[config.mk]
export PLATFORM = sky130hd
export DESIGN_NAME = bp2_predictor
export DESIGN_NICKNAME = d
export VERILOG_FILES = /design/src/rtl/bp2_pkg.sv /design/src/rtl/bp2_index.sv /design/src/rtl/bp2_counter_bank.sv /design/src/rtl/bp2_predictor.sv
export SDC_FILE = /design/constraint.sdc
export NUM_CORES = 1
export LEC_CHECK = 0
export ABC_AREA = 0
export BUFFER_PORTS_ARGS = -buffer_cell sky130_fd_sc_hd__clkbuf_2
export CELL_PAD_IN_SITES_DETAIL_PLACEMENT = 1
export CELL_PAD_IN_SITES_GLOBAL_PLACEMENT = 1
export CORE_MARGIN = 3
export CORE_UTILIZATION = 30
export DETAILED_ROUTE_END_ITERATION = 10
export HOLD_SLACK_MARGIN = 0.12
export PLACE_DENSITY_LB_ADDON = 0.1
export SYNTH_ARGS = -nofsm -noshare
export SYNTH_HDL_FRONTEND = slang
export SYNTH_SLANG_ARGS = --single-unit
[constraint.sdc]
create_clock -name clk -period 2.99 [get_ports clk]
set_input_delay 0.1495 -clock clk [delete_from_list [all_inputs] [get_ports clk]]
set_output_delay 0.1495 -clock clk [all_outputs]
set_load 0.005 [all_outputs]
[src/rtl/bp2_pkg.sv]
package bp2_pkg;
  typedef logic [1:0] ctr_t;

  localparam ctr_t CTR_STRONG_NT = 2'b00;
  localparam ctr_t CTR_WEAK_NT   = 2'b01;
  localparam ctr_t CTR_WEAK_T    = 2'b10;
  localparam ctr_t CTR_STRONG_T  = 2'b11;

  // One saturating step toward the observed outcome
  function automatic ctr_t ctr_step(input ctr_t cur, input logic taken);
    ctr_t nxt;
    if (taken) nxt = (cur == CTR_STRONG_T)  ? cur : cur + 2'd1;
    else       nxt = (cur == CTR_STRONG_NT) ? cur : cur - 2'd1;
    return nxt;
  endfunction
endpackage

[src/rtl/bp2_index.sv]
module bp2_index #(
  parameter int PC_W     = 32,
  parameter int IDX_BITS = 6
) (
  input  logic [PC_W-1:0]     pc,
  output logic [IDX_BITS-1:0] idx
);
  // word-aligned: offset bits carry no information
  assign idx = pc[IDX_BITS+1:2];

  logic unused_bits;
  assign unused_bits = ^{pc[PC_W-1:IDX_BITS+2], pc[1:0]};
endmodule

[src/rtl/bp2_counter_bank.sv]
module bp2_counter_bank
  import bp2_pkg::*;
#(
  parameter int IDX_BITS = 6,
  localparam int DEPTH   = 1 << IDX_BITS
) (
  input  logic                       clk,
  input  logic                       rst_n,
  input  logic                       we,
  input  logic [IDX_BITS-1:0]        widx,
  input  logic                       wtaken,
  output logic [DEPTH-1:0][1:0]      ctrs
);
  for (genvar g = 0; g < DEPTH; g++) begin : g_entry
    ctr_t state_q;
    logic hit;
    assign hit = we && (widx == IDX_BITS'(g));
    always_ff @(posedge clk) begin
      if (!rst_n)   state_q <= CTR_WEAK_NT;
      else if (hit) state_q <= ctr_step(state_q, wtaken);
    end
    assign ctrs[g] = state_q;
  end
endmodule

[src/rtl/bp2_predictor.sv]
module bp2_predictor #(
  parameter int PC_W     = 32,
  parameter int IDX_BITS = 6
) (
  input  logic            clk,
  input  logic            rst_n,
  input  logic            lk_valid,
  input  logic [PC_W-1:0] lk_pc,
  output logic            pred_valid,
  output logic            pred_taken,
  input  logic            upd_valid,
  output logic            upd_ready,
  input  logic [PC_W-1:0] upd_pc,
  input  logic            upd_taken
);
  localparam int DEPTH = 1 << IDX_BITS;

  logic [IDX_BITS-1:0]   lk_idx;
  logic [IDX_BITS-1:0]   upd_idx;
  logic [DEPTH-1:0][1:0] table_q;

  bp2_index #(.PC_W(PC_W), .IDX_BITS(IDX_BITS)) u_lk_idx  (.pc(lk_pc),  .idx(lk_idx));
  bp2_index #(.PC_W(PC_W), .IDX_BITS(IDX_BITS)) u_upd_idx (.pc(upd_pc), .idx(upd_idx));

  assign upd_ready = 1'b1;

  bp2_counter_bank #(.IDX_BITS(IDX_BITS)) u_bank (
    .clk    (clk),
    .rst_n  (rst_n),
    .we     (upd_valid && upd_ready),
    .widx   (upd_idx),
    .wtaken (upd_taken),
    .ctrs   (table_q)
  );

  // read before write: the bank presents registered state only
  assign pred_valid = lk_valid;
  assign pred_taken = lk_valid && table_q[lk_idx][1];
endmodule

# Word level (Yosys, flattened, before mapping)
# Cells that the tools add are included.
[op_classes] n_addsub=128 order_cmp=1 n_eq_ne=255 mux=194 n_reduce_logical=194
[ops] operator="$mux W2" n=193
[ops] operator="$ne A2 B2 Y1 const B" n=128
[ops] operator="$eq A6 B6 Y1 const B" n=32
[ops] operator="$reduce_and A3 Y1" n=64
[ops] operator="$add A2 B1 Y2 const B" n=64
[ops] operator="$eq A2 B2 Y1 const B" n=64
[ops] operator="$logic_not A2 Y1" n=64
[ops] operator="$sub A2 B1 Y2 const B" n=64
[ops] operator="$eq A6 B5 Y1 const B" n=16
[ops] operator="$logic_and A1 B1 Y1" n=65
[ops] operator="$eq A6 B4 Y1 const B" n=8
[ops] operator="$eq A6 B3 Y1 const B" n=4
[ops] operator="$bmux W2 S6" n=1
[ops] operator="$eq A6 B2 Y1 const B" n=2
[ops] operator="$lt A6 B7 Y1 const B" n=1
[ops] operator="$eq A6 B1 Y1 const B" n=1
[ops] operator="$logic_not A6 Y1" n=1
[totals] reg_bits=128 inputBits=69 out_inout_bits=3 elab_cells=836

# Longest topological paths before layout
# Gate-level depths: netlist of the first run.
[logic_depth] word_depth=3 depth_mapped=8 mapped_depth_nobuf=4

# Cells and area by module
# From an unflattened synthesis of the first run, not the netlist that was laid out.
[unflattened] hier_cells=917 area_unflattened_um2=8018.9
[modules_own_cells] mod="bp2_counter_bank" instances=1 cells_per_inst=859 area_per_inst_um2=7295.7 seq_area_each_um2=2562.5
[modules_own_cells] mod="bp2_predictor" instances=1 cells_per_inst=46 area_per_inst_um2=633.1 seq_area_each_um2=0.0
[modules_own_cells] mod="bp2_index" instances=2 cells_per_inst=6 area_per_inst_um2=45.0 seq_area_each_um2=0.0

# Worst setup path before layout of the first run
# No wires, ideal clock.
[synth_path] path_type="input port to output port" from="in lk_pc[3]" to="out pred_taken" t_arrival_ps=1631 t_required_ps=2841 slack_ps=1209 stages=5 path_buffers=1 path_cell_list="buf_6 -> mux4_1 -> mux4_2 -> or2_0 -> a32o_1"
[synth_via] elab_chain_cells=3
[synth_rtl] element="from (decl)" line_no="bp2_predictor.sv:8" text="input logic [PC_W-1:0] lk_pc,"
[synth_rtl] element="$bmux W2 S6" line_no="bp2_predictor.sv:38" text="assign pred_taken = lk_valid && table_q[lk_idx][1];"
[synth_rtl] element="$mux W2 (implied by the code)" line_no="bp2_predictor.sv:38"
[synth_rtl] element="$logic_and A1 B1 Y1" line_no="bp2_predictor.sv:38"
[synth_rtl] element="to (decl)" line_no="bp2_predictor.sv:10" text="output logic pred_taken,"
# Every way passes these cells. The select of a mux whose other input is x is not followed.

# Worst setup path in the final report of the first run
[layout_path] from="reg u_bank.g_entry[35].state_q[1]" to="out pred_taken"
[layout_via] elab_chain_cells=3
[layout_rtl] element="from (decl)" line_no="bp2_counter_bank.sv:15" text="ctr_t state_q;"
[layout_rtl] element="from (signal assigned)" line_no="bp2_counter_bank.sv:20" text="else if (hit) state_q <= ctr_step(state_q, wtaken);"
[layout_rtl] element="$bmux W2 S6" line_no="bp2_predictor.sv:38"
[layout_rtl] element="$mux W2 (implied by the code)" line_no="bp2_predictor.sv:38"
[layout_rtl] element="$logic_and A1 B1 Y1" line_no="bp2_predictor.sv:38"
# Every way passes these cells. The select of a mux whose other input is x is not followed.

==> impl_metrics.yaml, run 1 <==
timing:
  finalCritPeriodShare_pct: 86.2
  fin_skew_ps: 7.19
  setup_viol: 0
  finalMaxSlewViolations: 0
  fmax_mhz: 388
  rsz0062_at_grt: "false"
  relSlewSlack_pct: 47.0
  worstMarginPinSlew_ps: 794
  period_minus_slack_ps: 2580
  hold_violations: 0
  setup_tns_ps: 0
  whs_ps: 187
min_path:
  min_from: "rst_n"
  hold_depth: 2
  hold_path.class: "input port to flip-flop"
run:
  drv_cap: 0
cells_and_area:
  regMostFlops: "u_bank.g_entry.state_q"
  fillCellCount: 2967
  reg.largest.list: "u_bank.g_entry.state_q (128)"
  post-route-util_pct: 34.4
  final_nets: 1021
  area_growth_pct: 11.4
  antenna_cells: 0
  drive_gt1_share_pct: 9.43
  finalInstanceArea_um2: 8470
  largest_register_ffs: 128
yosys:
  ys_types: 48
  synth.avg_cell_area_um2: 7.66
  synthesis.area_um2: 7610
  synth_warnings: 0
  yosysSeqAreaShare_pct: 33.7
  ys_ff_latch: 128
  synth_fp_nets: 1062
  syn-instance-count: 993
global_route:
  grt_pass1_wl_um: 39500
  grt_max_degree: 83
  grt-ovfl-total: 0
  gr-usage-met2_pct: 29.8
  antenna_found_initial: 0
  grt_usage_pct: 18.3
  grt-busiest-layer: "met2"
  use_met1_pct: 25.8
  met3_usage_pct: 2.37
  grt_pass1_vias: 6996
worst_setup_path:
  r2r_cells: 4
  critPathSlowestCell: "mux4_1"
  arrival_ps: 2430
  startpoint: "u_bank.g_entry[35].state_q[1]$_SDFFE_PN0P_"
  cp_data_required_time_ps: 2840
  r2r-start: "u_bank.g_entry[27].state_q[0]$_SDFFE_PN1P_"
  cp-start-kind: "flip-flop"
  critPathMaxStageDelay_ps: 580
  path_delay_family: "multiplexers"
  path_max_fanout: 4
  crit_type: "flip-flop to primary output"
  end_kind: "primary output"
  path_buf_inv: 1
  cp.depth: 5
  worstPathCellList: "mux4_1, mux4_2, or2_0, a32o_1, clkbuf_2"
floorplan:
  die_h_um: 165
  boundaryPins: 72
  rows: 57
  start_util_pct: 30.9
  dieArea_um2: 27300
  core_um2: 24600
  die_w_um: 165
clock_tree:
  cts_setup_buffers: 0
  clk_pin_slew_ps: 70
  cts_tree: "done"
  clk_latency_ps: 420
  htreeDepth: 4
  post_cts_resized: 0
  numCtsBuffers: 17
  cts_hold_buf: 0
  clock_path_buffers: 2
  cts-root-buf: "clkbuf_16"
  cts.sinks: 128
route:
  vias: 7345
  drt_iter0_drc: 524
  routed_wl_um: 24300
  antenna_left: 0
  viasPerCell: 5.70
  dr.pass1.iters: 5
  wl_per_cell_um: 18.8
  drc: 0
status:
  status: "finished clean"
placement:
  portBuffers: 18
  place_area_um2: 7890
  dp_hpwl_um: 14600
  gp_congestion: 0.744
pwr:
  p_leak_uw: 0.00308
  power_density_nw_per_um2: 536
  ir_drop_v: 0.000326
  p_total_uw: 4550
## layout by cell type (no fill, tap or decap), types with 4 or more instances in the layout
cell / synthesis / final
nand4bb_1: 6 / 6
buf_4: 2 / 15
a31oi_1: 62 / 62
nor4b_2: 4 / 4
and4b_1: 4 / 4
o31ai_1: 19 / 19
and3_1: 65 / 65
a21oi_1: 58 / 58
nor2_1: 125 / 125
a21boi_0: 63 / 63
or3_1: 43 / 43
nor3_1: 46 / 46
clkbuf_2: 0 / 16
inv_6: 0 / 4
and4bb_2: 6 / 6
mux2i_1: 4 / 4
dfxtp_1: 128 / 128
or4b_1: 4 / 4
nor3b_1: 16 / 15
o21ai_0: 126 / 126
clkbuf_16: 0 / 17
nand3b_1: 4 / 4
mux4_2: 12 / 12
mux4_1: 5 / 5
nand2_1: 66 / 66
## report_power, final
part	total, uW	internal, uW	switching, uW	leakage (uW)
Combinational	486	194	293	0.00176
Clock	2110	1240	875	0.000280
Sequential	1950	1820	129	0.00104
## cells by family after synthesis
family | Yosys count | synth area share [%]
AND/OR/NAND/NOR | 403 | 28.4
AO/OA/AOI/OAI | 345 | 27.0
flip-flops | 128 | 33.7
other | 1 | 0.0493
multiplexers | 21 | 5.81
buffers and inverters | 95 | 5.07
## routing by layer
metal  wire [um]  vias to the layer above
met2       11200                       83
met4         212                        0
met5           0                        -
li1            -                     3601
met1       12100                     3647
met3         678                       14
## synthesized netlist by cell type (all sizes together)
cell type | n | area (um^2)
or3b | 1 | 8.76
a32o | 1 | 10.0
o31ai | 19 | 143
nand4bb | 6 | 67.6
nand2 | 66 | 248
nor3 | 46 | 230
o21ai | 128 | 641
or4b | 4 | 40.0
mux4 | 17 | 402
a311oi | 1 | 8.76
or4 | 1 | 7.51
or2 | 1 | 6.26
a22oi | 2 | 15.0
and4bb | 6 | 75.1
and3 | 65 | 407
nand3b | 4 | 30.0
nor2 | 125 | 469
o21a | 1 | 7.51
and3b | 2 | 17.5
nor4b | 4 | 60.1
or3 | 43 | 269
a31oi | 62 | 388
nor2b | 2 | 12.5
dfxtp | 128 | 2560
o31a | 3 | 26.3
and2 | 3 | 18.8
and4 | 1 | 8.76
buf | 15 | 85.1
a21boi | 64 | 480
nand4 | 1 | 6.26
o22ai | 3 | 18.8
clkbuf | 79 | 297
nor4 | 1 | 12.5
o311ai | 2 | 17.5
a21oi | 58 | 290
conb | 1 | 3.75
mux2i | 4 | 40.0
inv | 1 | 3.75
nor3b | 16 | 120
a41oi | 1 | 8.76
and4b | 4 | 40.0
nand3 | 1 | 5.00
## worst paths after layout
| check | to | slack [ps] |
|---|---|---|
| worst min register to register | u_bank.g_entry[33].state_q[1]$_SDFFE_PN0P_ | 500 |
| worst max register to register | u_bank.g_entry[27].state_q[0]$_SDFFE_PN1P_ | 2010 |
| worst min-delay path | u_bank.g_entry[63].state_q[0]$_SDFFE_PN1P_ | 190 |
| worst max-delay path | pred_taken | 410 |
## stage by stage
stage	setup WS, ps	std cells
5_1_grt	333	1289
3_5_place_dp	542	1257
2_1_floorplan	1210	993
3_3_place_gp	561	1257
6_report	413	1289
4_1_cts	378	1289
## cell type report
| type | count | area, um^2 | share of cell area [%] |
|---|---|---|---|
| clock buffers | 17 | 425 | 5.02 |
| inverters | 1 | 3.75 | 0.0443 |
| clock inverters | 15 | 159 | 1.88 |
| flip-flops and latches | 128 | 2560 | 30.2 |
| repair buffers | 34 | 253 | 2.98 |
| multi-input cells | 770 | 4660 | 55.1 |
| well taps | 324 | 405 | 4.78 |
Note: power is estimated with default switching activity, not from simulation.
==> run 2, diff against run 1 <==
--- a/config.mk
+++ b/config.mk
@@ -6,7 +6,7 @@
 export NUM_CORES = 1
 export LEC_CHECK = 0
 export ABC_AREA = 0
-export BUFFER_PORTS_ARGS = -buffer_cell sky130_fd_sc_hd__clkbuf_2
+export BUFFER_PORTS_ARGS = -buffer_cell sky130_fd_sc_hd__buf_2
 export CELL_PAD_IN_SITES_DETAIL_PLACEMENT = 1
 export CELL_PAD_IN_SITES_GLOBAL_PLACEMENT = 1
 export CORE_MARGIN = 3
==> constraint.sdc (replaced) <==
create_clock -name clk -period 2.99 [get_ports clk]
set_input_delay 0.1495 -clock clk [delete_from_list [all_inputs] [get_ports clk]]
set_output_delay 0.1495 -clock clk [all_outputs]
set_load 0.02 [all_outputs]
==> run 2 against run 1 <==
Effect of this change:
- design area is 0.61% higher
- via count about the same
- clock-buffer cell count increased by 2
- clock skew hardly changed
- sequential share of layout area fell by 0.18 points
- register-to-register slack got worse by 40 ps
- maximum frequency rose by 0.47%
- first-iteration DRC count is 16% lower
- routed wire length increased by 1.5%
- non-clock buffer count down 2
- final cell count about the same
- critical endpoint unchanged
- largest power group unchanged
==> impl_metrics.yaml, run 2 (synthesized netlist as in run 1, its figures left out) <==
global_route:
  grt_usage_pct: 18.4
  grt_max_degree: 107
  grt_pass1_vias: 7043
  grt-ovfl-total: 0
  antenna_found_initial: 0
  grt_pass1_wl_um: 39400
clock_tree:
  clk_latency_ps: 420
  numCtsBuffers: 17
  htreeDepth: 4
  cts.sinks: 128
  clock_path_buffers: 2
  cts-root-buf: "clkbuf_16"
  cts_hold_buf: 0
  clk_pin_slew_ps: 60
  cts_setup_buffers: 0
  post_cts_resized: 0
  cts_tree: "done"
worst_setup_path:
  path_max_fanout: 4
  arrival_ps: 2420
  r2r_cells: 4
  crit_type: "flip-flop to primary output"
  r2r-start: "u_bank.g_entry[55].state_q[0]$_SDFFE_PN1P_"
  startpoint: "u_bank.g_entry[35].state_q[1]$_SDFFE_PN0P_"
  end_kind: "primary output"
  cp-start-kind: "flip-flop"
  cp_data_required_time_ps: 2840
  r2r_slack_ps: 1970
pwr:
  p_leak_uw: 0.00309
  ir_drop_v: 0.000332
  power_frac_seq_pct: 40.5
  power.share.combinational_pct: 10.1
  p_switching_uw: 1280
  p_sw_share_pct: 26.6
  clkPwrFrac_pct: 49.4
  power_density_nw_per_um2: 565
  intPower_uw: 3540
floorplan:
  die_h_um: 165
  dieArea_um2: 27300
  die_w_um: 165
  core_um2: 24600
  start_util_pct: 30.9
  rows: 57
  boundaryPins: 72
route:
  vias: 7348
  drc: 0
  viasPerCell: 5.70
  antenna_left: 0
  wl_per_cell_um: 19.1
  dr.pass1.iters: 6
  drt_iter0_drc: 441
  routed_wl_um: 24600
cells_and_area:
  area_growth_pct: 12.1
  final_nets: 1019
  drive_gt1_share_pct: 9.24
  regMostFlops: "u_bank.g_entry.state_q"
  reg.largest.list: "u_bank.g_entry.state_q (128)"
  post-route-util_pct: 34.6
  layout_common_cells: "dfxtp_1 (128), o21ai_0 (126), nor2_1 (125)"
  largest_register_ffs: 128
  mostFrequentLayoutCell: "dfxtp_1"
placement:
  dp_hpwl_um: 14500
  portBuffers: 18
  pre_cts_ws_ps: 600
  gp_congestion: 0.724
timing:
  fmax_mhz: 390
  setup_viol: 0
  finalMaxSlewViolations: 0
  worstMarginPinSlew_ps: 984
  finalCritPeriodShare_pct: 85.8
  fin_skew_ps: 7.46
  setup_tns_ps: 0
  whs_ps: 167
  setup_slack_ps: 425
  relSlewSlack_pct: 34.4
  rsz0062_at_grt: "false"
  period_minus_slack_ps: 2570
  hold_violations: 0
status:
  status: "finished clean"
min_path:
  min_from: "rst_n"
  hold_depth: 2
  hold_path.class: "input port to flip-flop"
run:
  drv_cap: 0
==> run 2: worst paths after layout <==
kind	endpoint
worst max-delay path	pred_taken
worst min-delay path	u_bank.g_entry[31].state_q[0]$_SDFFE_PN1P_
worst max register to register	u_bank.g_entry[55].state_q[0]$_SDFFE_PN1P_
worst min register to register	u_bank.g_entry[34].state_q[1]$_SDFFE_PN0P_
==> run 2: stage by stage <==
step           instances  total power (uW)  area [um^2]
4_1_cts             1287              4880         8520
6_report            1288              4820         8520
5_1_grt             1287              5030         8520
3_5_place_dp        1255              2480         7860
2_1_floorplan        993              2290         7610
3_3_place_gp        1255              2470         7860
==> run 2: area by class of cell <==
class                           instances  area, um^2
Clock buffer                           19         453
Clock inverter                         13         208
Antenna cell                            1        2.50
Tap cell                              324         405
Sequential cell                       128        2560
Inverter                                1        3.75
Multi-Input combinational cell        770        4660
Timing Repair Buffer                   32         225
Fill cell                            2979       16100
==> run 2: per-layer routing <==
layer  wire, um  part of all wire [%]  global-route usage (%)  vias to the layer above
li1           -                     -                       -                     3582
met3        543                   2.2                    2.77                       17
met2      11100                    45                    29.3                       72
met4        260                   1.1                    4.54                        0
met5          0                     0                       0                        -
met1      12700                    52                    25.9                     3677
==> run 2: power groups by stage <==
stage | Combinational (uW) | Clock, uW | Sequential, uW
2_1_floorplan | 359 | 0 | 1930
3_3_place_gp | 486 | 0 | 1990
3_5_place_dp | 491 | 0 | 1990
4_1_cts | 494 | 2440 | 1950
5_1_grt | 550 | 2510 | 1970
6_report | 487 | 2380 | 1950
==> run 2: worst max-delay path, cell delays in order, from the launching register on <==
cell,delay (ps)
dfxtp_1,340
mux4_1,570
mux4_2,500
or2_0,210
a32o_1,230
buf_2,160
